**config.mk**
```make
export PLATFORM = sky130hd
export DESIGN_NAME = npc_kill_ctl
export DESIGN_NICKNAME = d
export VERILOG_FILES = /design/src/rtl/npc_pkg.sv /design/src/rtl/npc_branch_eval.sv /design/src/rtl/npc_jump_decode.sv /design/src/rtl/npc_pc_steer.sv /design/src/rtl/npc_ir_kill.sv /design/src/rtl/npc_kill_ctl.sv
export SDC_FILE = /design/constraint.sdc
export NUM_CORES = 1
export LEC_CHECK = 0
export BUFFER_PORTS_ARGS = -buffer_cell sky130_fd_sc_hd__clkbuf_2
export CAP_MARGIN = 10
export CELL_PAD_IN_SITES_DETAIL_PLACEMENT = 1
export CELL_PAD_IN_SITES_GLOBAL_PLACEMENT = 1
export CORE_AREA = 2 2 39 41
export DETAILED_ROUTE_END_ITERATION = 8
export DIE_AREA = 0 0 41 43
export GPL_TIMING_DRIVEN = 1
export PLACE_DENSITY = 0.45
export SLEW_MARGIN = 20
export SYNTH_ARGS = -nofsm -noshare
export SYNTH_HDL_FRONTEND = slang
export SYNTH_HIERARCHICAL = 1
export SYNTH_SLANG_ARGS = --single-unit
```
**constraint.sdc**
```tcl
create_clock -name vclk -period 1.3
set_input_delay 0.26 -clock vclk [all_inputs]
set_output_delay 0.26 -clock vclk [all_outputs]
set_load 0.03 [all_outputs]
```
**src/rtl/npc_pkg.sv**
```systemverilog
package npc_pkg;

    localparam int OPC_W = 6;
    localparam int SEL_W = 2;

    typedef logic [OPC_W-1:0] opc_t;

    localparam opc_t OPC_NOP  = opc_t'(0);
    localparam opc_t OPC_ALU  = opc_t'(1);
    localparam opc_t OPC_BEQZ = opc_t'(2);
    localparam opc_t OPC_BNEZ = opc_t'(3);
    localparam opc_t OPC_J    = opc_t'(4);
    localparam opc_t OPC_JAL  = opc_t'(5);
    localparam opc_t OPC_JR   = opc_t'(6);
    localparam opc_t OPC_JALR = opc_t'(7);

    typedef enum logic [SEL_W-1:0] {
        PCS_SEQ = 2'd0,
        PCS_ABS = 2'd1,
        PCS_IND = 2'd2,
        PCS_BR  = 2'd3
    } pc_src_e;

    typedef enum logic [1:0] {
        JMP_NONE = 2'd0,
        JMP_ABS  = 2'd1,
        JMP_IND  = 2'd2
    } jmp_kind_e;

    typedef struct packed {
        pc_src_e src;
        logic    dec_nop;
        logic    exe_nop;
        logic    hold;
    } steer_t;

    function automatic jmp_kind_e classify_jump(opc_t op);
        if (op == OPC_J || op == OPC_JAL)
            return JMP_ABS;
        else if (op == OPC_JR || op == OPC_JALR)
            return JMP_IND;
        else
            return JMP_NONE;
    endfunction

    function automatic logic branch_resolves_taken(opc_t op, logic zero);
        return ((op == OPC_BEQZ) && zero) || ((op == OPC_BNEZ) && !zero);
    endfunction

endpackage

```
**src/rtl/npc_branch_eval.sv**
```systemverilog
module npc_branch_eval
    import npc_pkg::*;
(
    input  opc_t exe_op,
    input  logic exe_zero,
    output logic taken
);
    // branch outcome from execute opcode and zero flag
    always_comb taken = branch_resolves_taken(exe_op, exe_zero);
endmodule

```
**src/rtl/npc_jump_decode.sv**
```systemverilog
module npc_jump_decode
    import npc_pkg::*;
(
    input  opc_t      dec_op,
    output jmp_kind_e kind
);
    always_comb kind = classify_jump(dec_op);
endmodule

```
**src/rtl/npc_pc_steer.sv**
```systemverilog
module npc_pc_steer
    import npc_pkg::*;
(
    input  logic      br_taken,
    input  jmp_kind_e jmp,
    input  logic      stall,
    output pc_src_e   src,
    output logic      hold
);
    // Older execute-stage branch outranks decode-stage jump
    always_comb begin
        if (br_taken)
            src = PCS_BR;
        else begin
            unique case (jmp)
                JMP_ABS: src = PCS_ABS;
                JMP_IND: src = PCS_IND;
                default: src = PCS_SEQ;
            endcase
        end
        hold = stall && !br_taken;
    end
endmodule

```
**src/rtl/npc_ir_kill.sv**
```systemverilog
module npc_ir_kill
    import npc_pkg::*;
(
    input  logic      br_taken,
    input  jmp_kind_e jmp,
    input  logic      stall,
    output logic      dec_nop,
    output logic      exe_nop
);
    // squash count depends on the stage that redirects
    always_comb begin
        dec_nop = br_taken || (jmp != JMP_NONE);
        exe_nop = br_taken ? 1'b1 : stall;
    end
endmodule

```
**src/rtl/npc_kill_ctl.sv**
```systemverilog
module npc_kill_ctl
    import npc_pkg::*;
(
    input  logic [OPC_W-1:0] dec_op,
    input  logic [OPC_W-1:0] exe_op,
    input  logic             exe_zero,
    input  logic             stall,
    output logic [SEL_W-1:0] pc_src,
    output logic             dec_ir_nop,
    output logic             exe_ir_nop,
    output logic             pc_hold
);
    logic      br_taken;
    jmp_kind_e jmp;
    steer_t    st;

    npc_branch_eval u_br (
        .exe_op   (exe_op),
        .exe_zero (exe_zero),
        .taken    (br_taken)
    );

    npc_jump_decode u_jd (
        .dec_op (dec_op),
        .kind   (jmp)
    );

    npc_pc_steer u_pc (
        .br_taken (br_taken),
        .jmp      (jmp),
        .stall    (stall),
        .src      (st.src),
        .hold     (st.hold)
    );

    npc_ir_kill u_ir (
        .br_taken (br_taken),
        .jmp      (jmp),
        .stall    (stall),
        .dec_nop  (st.dec_nop),
        .exe_nop  (st.exe_nop)
    );

    assign pc_src     = st.src;
    assign dec_ir_nop = st.dec_nop;
    assign exe_ir_nop = st.exe_nop;
    assign pc_hold    = st.hold;
endmodule

```
---- After elaboration in Yosys (flattened, before gate mapping) ----
Index checks and enable logic that the tools add are counted.
cells by class
  $add $sub $neg .......................... 0
  multipliers ............................. 0
  div/mod/pow operators ................... 0
  order comparisons ....................... 0
  equality and inequality tests ........... 8
  shift operators ......................... 0
  mux-type cells .......................... 5
  bitwise logic cells ..................... 0
  reductions and logical operators ........ 10
operator list
  kind                                                  count
  equality test 6 x 3 -> 1 bit (second input constant)  4
  equality test 6 x 2 -> 1 bit (second input constant)  2
  two-way mux 2 bit                                     3
  logical OR 1 bit                                      4
  case mux 2 bit (2 select lines)                       1
  logical AND 1 bit                                     3
  equality test 2 x 1 -> 1 bit (second input constant)  1
  equality test 2 bit (second input constant)           1
  logical NOT 1 bit                                     2
  nonzero test 2 bit                                    1
  two-way mux 1 bit                                     1
storage, ports and cells
  flip-flop bits (word level) ............. 0
  bits in latches ......................... 0
  RAM bits ................................ 0
  memory bits (read-only) ................. 0
  input bits .............................. 14
  output and inout bits ................... 5
  word-level logic and storage cells ...... 23
  memories kept ........................... 0

---- Depth between registers and ports, before layout ----
  word-level depth ........................ 7
  depth in mapped cells ................... 4
  gate-level depth less buffers ........... 4

---- Hierarchy ----
Netlist, hierarchy kept.
modules (own cells, without submodules)
  module           times used  cells each  area each (um^2)  seq. area each (um^2)
  npc_jump_decode  1           3           50.0              0.0
  npc_pc_steer     1           4           25.0              0.0
  npc_branch_eval  1           3           23.8              0.0
  npc_ir_kill      1           2           12.5              0.0

---- Worst setup path before layout ----
OpenSTA, ideal clock, no wires.
  path type ............................... input-to-output
  start ................................... input port dec_op[3]
  end ..................................... output port pc_src[0]
  arrival time ............................ 1.115 ns
  slack ................................... -0.075 ns
  stages on the path ...................... 4
  buffers on the path ..................... 0
  cell sequence ........................... nand2b_4 > nor4_2 > inv_1 > o21bai_1
on the way
  elaborated cells between the ends (all ways) .. 12
  classes of those cells .................. eq/ne (6); mux (4); reduce/logical (2)
RTL lines
  item                                                                        RTL line            source
  start: declaration                                                          npc_kill_ctl.sv:4   input logic [OPC_W-1:0] dec_op,
  equality test 6 x 3 -> 1 bit                                                npc_pkg.sv:38       if (op == OPC_J || op == OPC_JAL)
  logical OR 1 bit *                                                          npc_pkg.sv:38
  two-way mux 2 bit *                                                         npc_pkg.sv:38
  named net jmp[0]                                                            npc_kill_ctl.sv:14  jmp_kind_e jmp;
  equality test 2 bit / equality test 2 x 1 -> 1 bit (equally long branches)  npc_pc_steer.sv:15  unique case (jmp)
  case mux 2 bit (2 select lines) *                                           npc_pc_steer.sv:15
  two-way mux 2 bit *                                                         npc_pc_steer.sv:12  if (br_taken)
  end: declaration                                                            npc_kill_ctl.sv:8   output logic [SEL_W-1:0] pc_src,
The timed path passes the listed nets; every way through them passes the cells marked *.

---- Worst setup path in the final report ----
  start ................................... input port exe_op[0]
  end ..................................... output port dec_ir_nop
on the way
  longest elaborated chain between the ends .. 4
  elaborated cells between the ends (all ways) .. 6
  classes of those cells .................. eq/ne (2); reduce/logical (4)
ends and longest elaborated chain
  item                          RTL line            source
  start: declaration            npc_kill_ctl.sv:5   input logic [OPC_W-1:0] exe_op,
  equality test 6 x 2 -> 1 bit  npc_pkg.sv:47       return ((op == OPC_BEQZ) && zero) || ((op == OPC_BNEZ) && !zero);
  logical AND 1 bit             npc_pkg.sv:47
  logical OR 1 bit *            npc_pkg.sv:47
  named net br_taken            npc_kill_ctl.sv:13  logic br_taken;
  logical OR 1 bit *            npc_ir_kill.sv:12   dec_nop = br_taken || (jmp != JMP_NONE);
  end: declaration              npc_kill_ctl.sv:9   output logic dec_ir_nop,
Marks and branches as above.

==> impl_metrics.json <==
{
  "hold_viol_final": 0,
  "critical_path.max_stage_delay_ns": 0.32,
  "n_sequential_cell": 0,
  "peakVddDrop_mv": 0.0673,
  "synth_top_area_frac": 0.213,
  "synth-simple-area-share": 0.753,
  "grt_pass1_vias": 189,
  "core_area_um2": 1380,
  "path_max_fanout": 4,
  "cts_hold_buf": 0,
  "overflow": 0,
  "synthDistinctLibCells": 12,
  "synthAdderAreaFrac": 0,
  "crit_required_ns": 1.04,
  "rows": 14,
  "violations": "setup timing",
  "netlist_area_um2": 111,
  "ys_seq_area_frac": 0,
  "power.density_nw_per_um2": 257,
  "port_buffers": 18,
  "drv_slew": 0,
  "area_growth_syn_to_layout_pct": 161,
  "clock_buffers": 0,
  "avgSynthCellArea_um2": 9.28,
  "crit_arrival_ns": 1.20,
  "hp-start": "stall",
  "crit_slowest_cell": "or3_1",
  "die_h_um": 43,
  "fill_cells": 166,
  "synth.area.top_cells": "nor4b_4 21%, nand2b_4 12%, nor4_2 11%",
  "nNetsFinal": 48,
  "antenna_found_initial": 0,
  "end_kind": "output port",
  "yosysTopAreaCell": "nor4b_4",
  "synth_nets": 26,
  "slew_headroom": 0.833,
  "whs_endpoint": "exe_ir_nop",
  "synth-compound-area-share": 0.135,
  "cp.buffers_inverters": 2,
  "final_cells": 48,
  "path_class": "in -> out",
  "finalSetupViolCount": 4,
  "synth_top_family_by_area": "simple AND/OR/NAND/NOR gates",
  "pre_cts_slack_ns": -0.173,
  "cpLargestDelayFamily": "simple AND/OR/NAND/NOR gates",
  "first_pass_iters": 2,
  "drive_gt1_frac": 0.813,
  "min_path_cells": 3,
  "grt_pass1_wl_um": 793,
  "routed_via_density": 3.67,
  "synth_xor_area_frac": 0.0787,
  "place_inst": 48,
  "drc": 0,
  "fmax_mhz": 685,
  "hold_class": "in -> out",
  "synth.area.mux_share": 0,
  "setup-tns-final_ns": -0.525,
  "register_area_um2": 0,
  "vias": 176,
  "die_width_um": 41,
  "grt_max_degree": 5,
  "dieArea_um2": 1760,
  "rsz0062_at_grt": "true",
  "ant_nets": 0,
  "synthCells": 12,
  "post_cts_buffers": 0,
  "setup_slack_ns": -0.160,
  "layout_commonest_cell": "clkbuf_2",
  "final_core_util": 0.210,
  "gp_congestion": 0.727,
  "crit_chain": "clkbuf_2, xor2_1, and4b_1, or3_1, clkbuf_8",
  "startpoint": "exe_op[0]",
  "yosysWarnings": 6,
  "maxCapViolations": 0,
  "tightest_slew_ns": 0.248,
  "period_share": 1.12,
  "ios": 19,
  "grt_usage": 0.0629,
  "wl_per_cell_um": 11.5,
  "start_util": 0.0805,
  "final_cell_mix": "13 x clkbuf_2, 4 x clkbuf_8, 3 x buf_4",
  "p_leak_nw": 0.158,
  "drtIter0Drc": 1,
  "n_antenna_cell": 0,
  "status": "complete, but fails checks",
  "whs_ns": 0.863,
  "post-route-min-period_ns": 1.46,
  "worst_setup_path_start_kind": "input pin",
  "routed_wirelength_um": 550
}
synthesized netlist by cell type:
master	count
or2_2	1
a21o_1	1
and4b_1	1
inv_1	1
nand2b_4	1
nor4_2	1
nor4b_4	1
nor2b_1	1
or3_1	1
nor3_1	1
xor2_1	1
o21bai_1	1
repair_timing:
item,in CTS,in global routing
gates cloned,0,0
gates resized for setup,11,1
setup endpoints to repair,5,5
power by group:
part,total (mW),switching [mW],internal (mW)
combinational,0.0746,0.0354,0.0392
clock,0,0,0
sequential,0,0,0
through the flow:
step	instance area, µm²	total power, mW
6_report	290	0.0746
5_1_grt	290	0.0800
4_1_cts	290	0.0757
3_5_place_dp	240	0.0647
3_3_place_gp	240	0.0634
2_1_floorplan	115	0.0301
worst max-delay path by stage:
| stage | end | slack [ns] | cells past startpoint |
|---|---|---|---|
| finish | dec_ir_nop | -0.16 | 5 |
| global route | dec_ir_nop | -0.23 | 5 |
| CTS | dec_ir_nop | -0.16 | 5 |
| detailed placement | dec_ir_nop | -0.17 | 5 |
| global placement | dec_ir_nop | -0.17 | 5 |
| floorplan | dec_ir_nop | -0.01 | 3 |
area by class of cell:
| cell class | count | area (µm²) | share of cell area |
|---|---|---|---|
| multi-input combinational | 11 | 124 | 0.427 |
| inverter | 1 | 3.75 | 0.0129 |
| tap | 16 | 20.0 | 0.0690 |
| timing repair buffer | 20 | 143 | 0.491 |
layer usage:
layer  routed length, µm  vias up  track usage  share of wire
li1                    -       85            -              -
met1                 212       73       0.0918           0.39
met2                 211       18       0.0875           0.38
met3                 125        0       0.0314           0.23
met4                   0        0            0              0
met5                   0        -            0              0
cells by family (layout without fill, tap and decap cells):
group,after synthesis,count (layout)
xor+xnor,1,1
buf+inv,1,21
compound gates,2,2
simple gates,8,8
Power figures use the tool's default switching activity.
